File: src/rtl/sram_pkg.sv
package sram_pkg;
  typedef enum logic [2:0] {
    MODE_IDLE_HI = 3'd0,
    MODE_IDLE_LO = 3'd1,
    MODE_MUTE    = 3'd2,
    MODE_READ    = 3'd3,
    MODE_WRITE   = 3'd4
  } mode_t;
endpackage

File: src/rtl/sram_mode_decode.sv
module sram_mode_decode
  import sram_pkg::*;
(
  input  logic  cs_lo_n,
  input  logic  cs_hi,
  input  logic  wr_n,
  input  logic  oe_n,
  output mode_t mode
);
  always_comb begin
    if (!cs_hi)       mode = MODE_IDLE_HI;
    else if (cs_lo_n) mode = MODE_IDLE_LO;
    else if (!wr_n)   mode = MODE_WRITE;
    else if (!oe_n)   mode = MODE_READ;
    else              mode = MODE_MUTE;
  end
endmodule

File: src/rtl/sram_store.sv
module sram_store #(
  parameter int ADDR_W = 8,
  parameter int DATA_W = 4
) (
  input  logic              clk,
  input  logic              rst_n,
  input  logic              wr_en,
  input  logic [ADDR_W-1:0] addr,
  input  logic [DATA_W-1:0] din,
  output logic [DATA_W-1:0] rd_word
);
  localparam int DEPTH = 1 << ADDR_W;

  logic [DATA_W-1:0] cells [DEPTH];

  always_ff @(posedge clk) begin
    if (wr_en) cells[addr] <= din;
  end

  assign rd_word = cells[addr];


  write_lands_chk: assert property (@(posedge clk) disable iff (!rst_n)
    wr_en |=> cells[$past(addr)] == $past(din));
endmodule

File: src/rtl/sram_out_stage.sv
module sram_out_stage
  import sram_pkg::*;
#(
  parameter int DATA_W = 4
) (
  input  logic              clk,
  input  logic              rst_n,
  input  mode_t             mode,
  input  logic [DATA_W-1:0] din,
  input  logic [DATA_W-1:0] rd_word,
  output logic [DATA_W-1:0] dout,
  output logic              dout_drive
);
  logic [DATA_W-1:0] hold_q;

  always_ff @(posedge clk or negedge rst_n) begin
    if (!rst_n)                  hold_q <= '0;
    else if (mode == MODE_WRITE) hold_q <= din;
    else if (mode == MODE_READ)  hold_q <= rd_word;
  end

  assign dout_drive = (mode == MODE_READ);
  assign dout       = dout_drive ? hold_q : '0;


  write_preload_chk: assert property (@(posedge clk) disable iff (!rst_n)
    (mode == MODE_WRITE) |=> hold_q == $past(din));


  read_capture_chk: assert property (@(posedge clk) disable iff (!rst_n)
    (mode == MODE_READ) |=> hold_q == $past(rd_word));


  idle_hold_chk: assert property (@(posedge clk) disable iff (!rst_n)
    (mode != MODE_READ && mode != MODE_WRITE) |=> $stable(hold_q));
endmodule

File: src/rtl/sram_dual_sel.sv
module sram_dual_sel
  import sram_pkg::*;
#(
  parameter int ADDR_W = 8,
  parameter int DATA_W = 4
) (
  input  logic              clk,
  input  logic              rst_n,
  input  logic [ADDR_W-1:0] addr,
  input  logic [DATA_W-1:0] din,
  input  logic              cs_lo_n,
  input  logic              cs_hi,
  input  logic              wr_n,
  input  logic              oe_n,
  output logic [DATA_W-1:0] dout,
  output logic              dout_drive
);
  mode_t             mode;
  logic [DATA_W-1:0] rd_word;

  sram_mode_decode u_dec (
    .cs_lo_n (cs_lo_n),
    .cs_hi   (cs_hi),
    .wr_n    (wr_n),
    .oe_n    (oe_n),
    .mode    (mode)
  );

  sram_store #(.ADDR_W(ADDR_W), .DATA_W(DATA_W)) u_store (
    .clk     (clk),
    .rst_n   (rst_n),
    .wr_en   (mode == MODE_WRITE),
    .addr    (addr),
    .din     (din),
    .rd_word (rd_word)
  );

  sram_out_stage #(.DATA_W(DATA_W)) u_out (
    .clk        (clk),
    .rst_n      (rst_n),
    .mode       (mode),
    .din        (din),
    .rd_word    (rd_word),
    .dout       (dout),
    .dout_drive (dout_drive)
  );


  hi_sel_idle_chk: assert property (@(posedge clk) disable iff (!rst_n)
    !cs_hi |-> !dout_drive);


  lo_sel_idle_chk: assert property (@(posedge clk) disable iff (!rst_n)
    cs_lo_n |-> !dout_drive);


  write_quiet_chk: assert property (@(posedge clk) disable iff (!rst_n)
    (cs_hi && !cs_lo_n && !wr_n) |-> !dout_drive);


  undriven_zero_chk: assert property (@(posedge clk) disable iff (!rst_n)
    !dout_drive |-> dout == '0);
endmodule

File: config.mk
export PLATFORM = sky130hd
export DESIGN_NAME = sram_dual_sel
export DESIGN_NICKNAME = d
export VERILOG_FILES = /design/src/rtl/sram_pkg.sv /design/src/rtl/sram_mode_decode.sv /design/src/rtl/sram_store.sv /design/src/rtl/sram_out_stage.sv /design/src/rtl/sram_dual_sel.sv
export SDC_FILE = /design/constraint.sdc
export NUM_CORES = 1
export LEC_CHECK = 0
export CORE_MARGIN = 2
export CORE_UTILIZATION = 47
export CTS_CLUSTER_DIAMETER = 100
export DETAILED_ROUTE_END_ITERATION = 10
export DONT_BUFFER_PORTS = 1
export PLACE_DENSITY_LB_ADDON = 0.12
export SLEW_MARGIN = 20
export SYNTH_ARGS = -nofsm -noshare
export SYNTH_HDL_FRONTEND = slang
export SYNTH_SLANG_ARGS = --single-unit
File: constraint.sdc
create_clock -name clk -period 4.7 [get_ports clk]
set_input_delay 0 -clock clk [delete_from_list [all_inputs] [get_ports clk]]
set_output_delay 0 -clock clk [all_outputs]
set_load 0.01 [all_outputs]
# Word level (Yosys, flattened, before mapping)
# Memories as Yosys holds them, arrays and structs flattened. A register that Yosys moved wholly into a read port is not among the register bits.
# Cells that the tools add are included.
# Widths: inputs -> output; s select.
[classes] n_eq_ne=2 n_mux=7 n_reduce_logical=2
[op_table] cell="$mux 3" n=3
[op_table] cell="$mux 4" n=1
[op_table] cell="$eq 3x2->1 const B" n=1
[op_table] cell="$eq 3x3->1 const B" n=1
[op_table] cell="$mux 1" n=3
[op_table] cell="$reduce_bool 2->1" n=1
[op_table] cell="$logic_not 1->1" n=1
[totals] reg_bits=0 ram_bits=1024 inputBits=18 output_inout_bits=5 word_cells=12 n_memories=1
[mem_list] name="u_store.cells" words=256 width=4 rd=1 rd_clocked_by_memory_dff=1 write_ports=1 line_no="sram_store.sv:14" source="logic [DATA_W-1:0] cells [DEPTH];"

# Longest topological paths before layout
[logic_depth] depth_word=7 mapped_depth=12 mapped_depth_nobuf=7

# Modules after synthesis
# A second synthesis with hierarchy kept.
[unflattened] hier_cells=1992 area_unflattened_um2=40237.3
[by_module_without_submodules] mod="sram_store" instances=1 cells_per_inst=1956 area_each_um2=39922.0 seq_area_each_um2=30749.5
[by_module_without_submodules] mod="sram_out_stage" instances=1 cells_per_inst=31 area_each_um2=271.5 seq_area_each_um2=100.1
[by_module_without_submodules] mod="sram_mode_decode" instances=1 cells_per_inst=4 area_each_um2=31.3 seq_area_each_um2=0.0
[by_module_without_submodules] mod="sram_dual_sel" instances=1 cells_per_inst=1 area_each_um2=12.5 seq_area_each_um2=0.0

# Worst setup path after synthesis
# No wires, ideal clock.
[synth_timing] kind="input to register" startpoint="input port addr[0]" endpoint="memory u_store.cells[236][0] (enable)" setup_time_ns=0.330 arrival_ns=1.952 t_required_ns=4.370 slack_ns=2.418 path_stages=10 path_cell_list="buf_4 > buf_4 > buf_6 > buf_4 > buf_6 > buf_4 > nor2_1 > nand3_1 > buf_2 > nor2_1"
[synth_lines] element="start: declaration" line_no="sram_dual_sel.sv:9" source="input logic [ADDR_W-1:0] addr,"
[synth_lines] element="end: declaration" line_no="sram_store.sv:14"
# Straight into the memory's write port.

==> metrics.md <==
| Metric | Value |
|---|---|
| Peak VDD IR | 0.2960 mV |
| Pre-Repair DR Iteration Count | 6 |
| Die area | 89340 sq um |
| Crit Path Max Fanout | 1 |
| Largest net degree at the start of global routing | 297 |
| Chip Height | 298.9 um |
| Status | finished, final reports clean |
| Critical path's top delay family | buffers and inverters |
| Vias | 20630 |
| Avg Inst Size Synth | 19.56 sq um |
| Layout cells sized above 1 | 0.2022 |
| Fin area | 45690 sq um |
| Final Net Count | 2144 |
| Final Max Tran Viols | 0 |
| Number of clock sinks | 1028 |
| Final period utilization | 0.7816 |
| Vias in the first global route | 21100 |
| Net Count, Synth | 2108 |
| Gpl congestion | 0.8857 |
| Layout Skew | 0.01367 ns |
| Initial Util | 0.4726 |
| Setup_tns | 0 ns |
| Reg clk slew, reported paths | 0.06 ns |
| Worst Path Arrival | 4.21 ns |
| Crit path buffers/inverters | 2 |
| Crit-path cells | mux4_2, mux4_2, o21ai_0, nand2_1, o21ai_0, dlygate4sd3_1, o22ai_1, dlygate4sd3_1 |
| RSZ-0062 raised after global routing | false |
| Root Buffer | clkbuf_16 |
| R2r setup slk | 1.03 ns |
| Required @ worst endpoint | 5.24 ns |
| Hold Violations, Final | 0 |
| Crit path largest cell delay | 0.62 ns |
| Ranking of synthesized cells by area | edfxtp_1, mux4_2, nor2_1 |
| Yosys reg bits | 1028 |
| CTS tree | built |
| # resized after CTS | 0 |
| Most common cell after layout, fill and taps aside | edfxtp_1 |
| Min-delay src | addr[3] |
| Area Growth Syn to Fin | 11.78% |
| Vias per cell | 6.128 |
| Endpoint type of the worst setup path | register |
| Final Setup Violations | 0 |
| CTS Buf Count | 105 |
| Async set or reset register ratio after synthesis | 0.003891 |
| Post-Synthesis Cells | 2090 |
| Post-DP Area | 41920 sq um |
| Worst R2R End | u_out.hold_q[1] |
| FMAX | 272.2 MHz |
| Fill cells | 6804 |
| Post-DRT Antenna Nets | 0 |
| Crit path max-delay cell type | dlygate4sd3_1 |
| Hold path cells | 4 |
| Number of synthesis warnings | 0 |
| Mapped cell area | 40870 sq um |
| Leading area contributor after synthesis | edfxtp_1 |
| Drt total wl | 104200 um |
| Total Routing Usage GR | 0.2358 |
| Inserted Diodes | 0 |
| Critical path class | reg -> reg |
| First-pass GRT wire length | 152200 um |
| Avg WL per Cell | 30.94 um |
| Final HPWL DP | 58710 um |
| Crit Reg-Reg Startpoint | u_store.cells[111][1] |
| Initial antenna violation count | 4 |
| Clock Latency Late Sink | 0.67 ns |
| Critical Path Start Type | register |
| Seq/Total Area, Yosys | 0.7548 |
| Ports | 23 |
| DRC errors left | 0 |
| Cell Rows | 108 |
| Slew @ Worst Pin | 0.9367 ns |
| EDFF count, synth | 1024 |
| Lkg Pwr | 14.01 nW |
| Iteration-0 DRC Markers | 2298 |
| Die Wd | 298.9 um |
| Max_slew headroom | 0.3755 |
| Longest Clk Path Bufs | 3 |
| PwrDens | 416.1 nW/um^2 |
| Min cycle time layout | 3.673 ns |
| Post-synth top flop | edfxtp_1 |
| Core Box Area | 86480 sq um |
| Top cell type's share of synthesized area | 0.7523 |
| Most frequent cells in the layout | edfxtp_1, nor2_1, mux4_2, clkbuf_16, mux2i_1 |
| Buffers on Ports | 0 |
| Reg2reg path depth | 8 |
| Max-Cap Viols | 0 |
| Hold Path Class | in -> reg |
| Hold EP | u_store.cells[148][0] |
| Total gr overflow | 0 |
| H-Tree Depth | 3 |
| Cell variety after synth | 52 |
[per-layer routing]
layer | up-vias | track usage | routed length (um)
li1 | 8608 | - | -
met1 | 11000 | 0.3454 | 44140
met2 | 893 | 0.3647 | 49370
met3 | 124 | 0.05220 | 8636
met4 | 6 | 0.05631 | 1984
met5 | - | 0 | 29
[worst max-delay path by stage]
stage | startpoint | end | cells past startpoint
2_1_floorplan | addr[0] | u_store.cells[236][0] | 10
3_3_place_gp | addr[3] | u_store.cells[202][3] | 4
3_5_place_dp | addr[3] | u_store.cells[74][3] | 4
4_1_cts | u_store.cells[103][1] | u_out.hold_q[1] | 8
5_1_grt | u_store.cells[108][1] | u_out.hold_q[1] | 8
6_report | u_store.cells[111][1] | u_out.hold_q[1] | 8
[logic make-up after synthesis]
| kind of cell | after synthesis | synth area share |
|---|---|---|
| AND/OR/NAND/NOR | 466 | 0.04904 |
| flip-flops | 1028 | 0.7548 |
| AO/OA/AOI/OAI | 121 | 0.02183 |
| buffers and inverters | 143 | 0.01834 |
| multiplexers | 332 | 0.1560 |
[layout make-up]
| class | instances | area (sq um) | area share |
|---|---|---|---|
| multi-input combinational | 919 | 9304 | 0.2037 |
| inverter | 5 | 20.02 | 0.0004382 |
| tap | 1155 | 1445 | 0.03163 |
| clock buffer | 128 | 2735 | 0.05987 |
| sequential | 1028 | 30850 | 0.6753 |
| clock inverter | 64 | 603.1 | 0.01320 |
| timing repair buffer | 67 | 728.2 | 0.01594 |
[power by group]
part / switching (mW) / total (mW) / internal (mW)
clock: 3.44 / 8.13 / 4.69
combinational: 0.456 / 0.777 / 0.320
sequential: 0.0103 / 10.1 / 10.1
[worst register-to-register path, cell delays in order (launching register included)]
cell and delay (ns):
edfxtp_1 0.36, mux4_2 0.49, mux4_2 0.52, o21ai_0 0.57
nand2_1 0.10, o21ai_0 0.23, dlygate4sd3_1 0.62, o22ai_1 0.07
dlygate4sd3_1 0.60
[per-stage QoR]
step                  util  hold slack (ns)  instances  setup WS, ns  power, mW
CTS                 0.5265          0.03227       3358         1.103      19.12
floorplan                -          -0.2956       2090         2.418      10.80
finish              0.5283          0.05729       3366         1.027      19.01
detailed placement  0.4847          -0.2935       3145         1.972      10.87
global placement    0.4847          -0.2935       3145         2.053      10.87
global route        0.5283          0.05973       3366        0.9668      19.53
[Yosys cell counts (8+ instances only)]
master,number
buf_4,31
nand4_1,12
mux4_2,244
mux2i_1,88
buf_2,34
nor3_1,31
edfxtp_1,1024
nor2b_1,10
nor4_1,8
o21ai_0,10
o211ai_1,10
and2_1,8
a22oi_1,32
nand3_1,33
o22ai_1,13
nand2_1,80
clkbuf_1,59
nor2_1,262
[registers in the layout, indices dropped and copies added (netlist names)]
signal	count
u_store.cells	1024
u_out.hold_q	4
[what timing repair did]
| action | in CTS | in global routing |
|---|---|---|
| endpoints found under the hold margin | 1081 | 416 |
| hold buffers | 21 | 4 |
| setup buffers | 0 | 0 |
No activity file was read; power rests on OpenSTA's default activity.
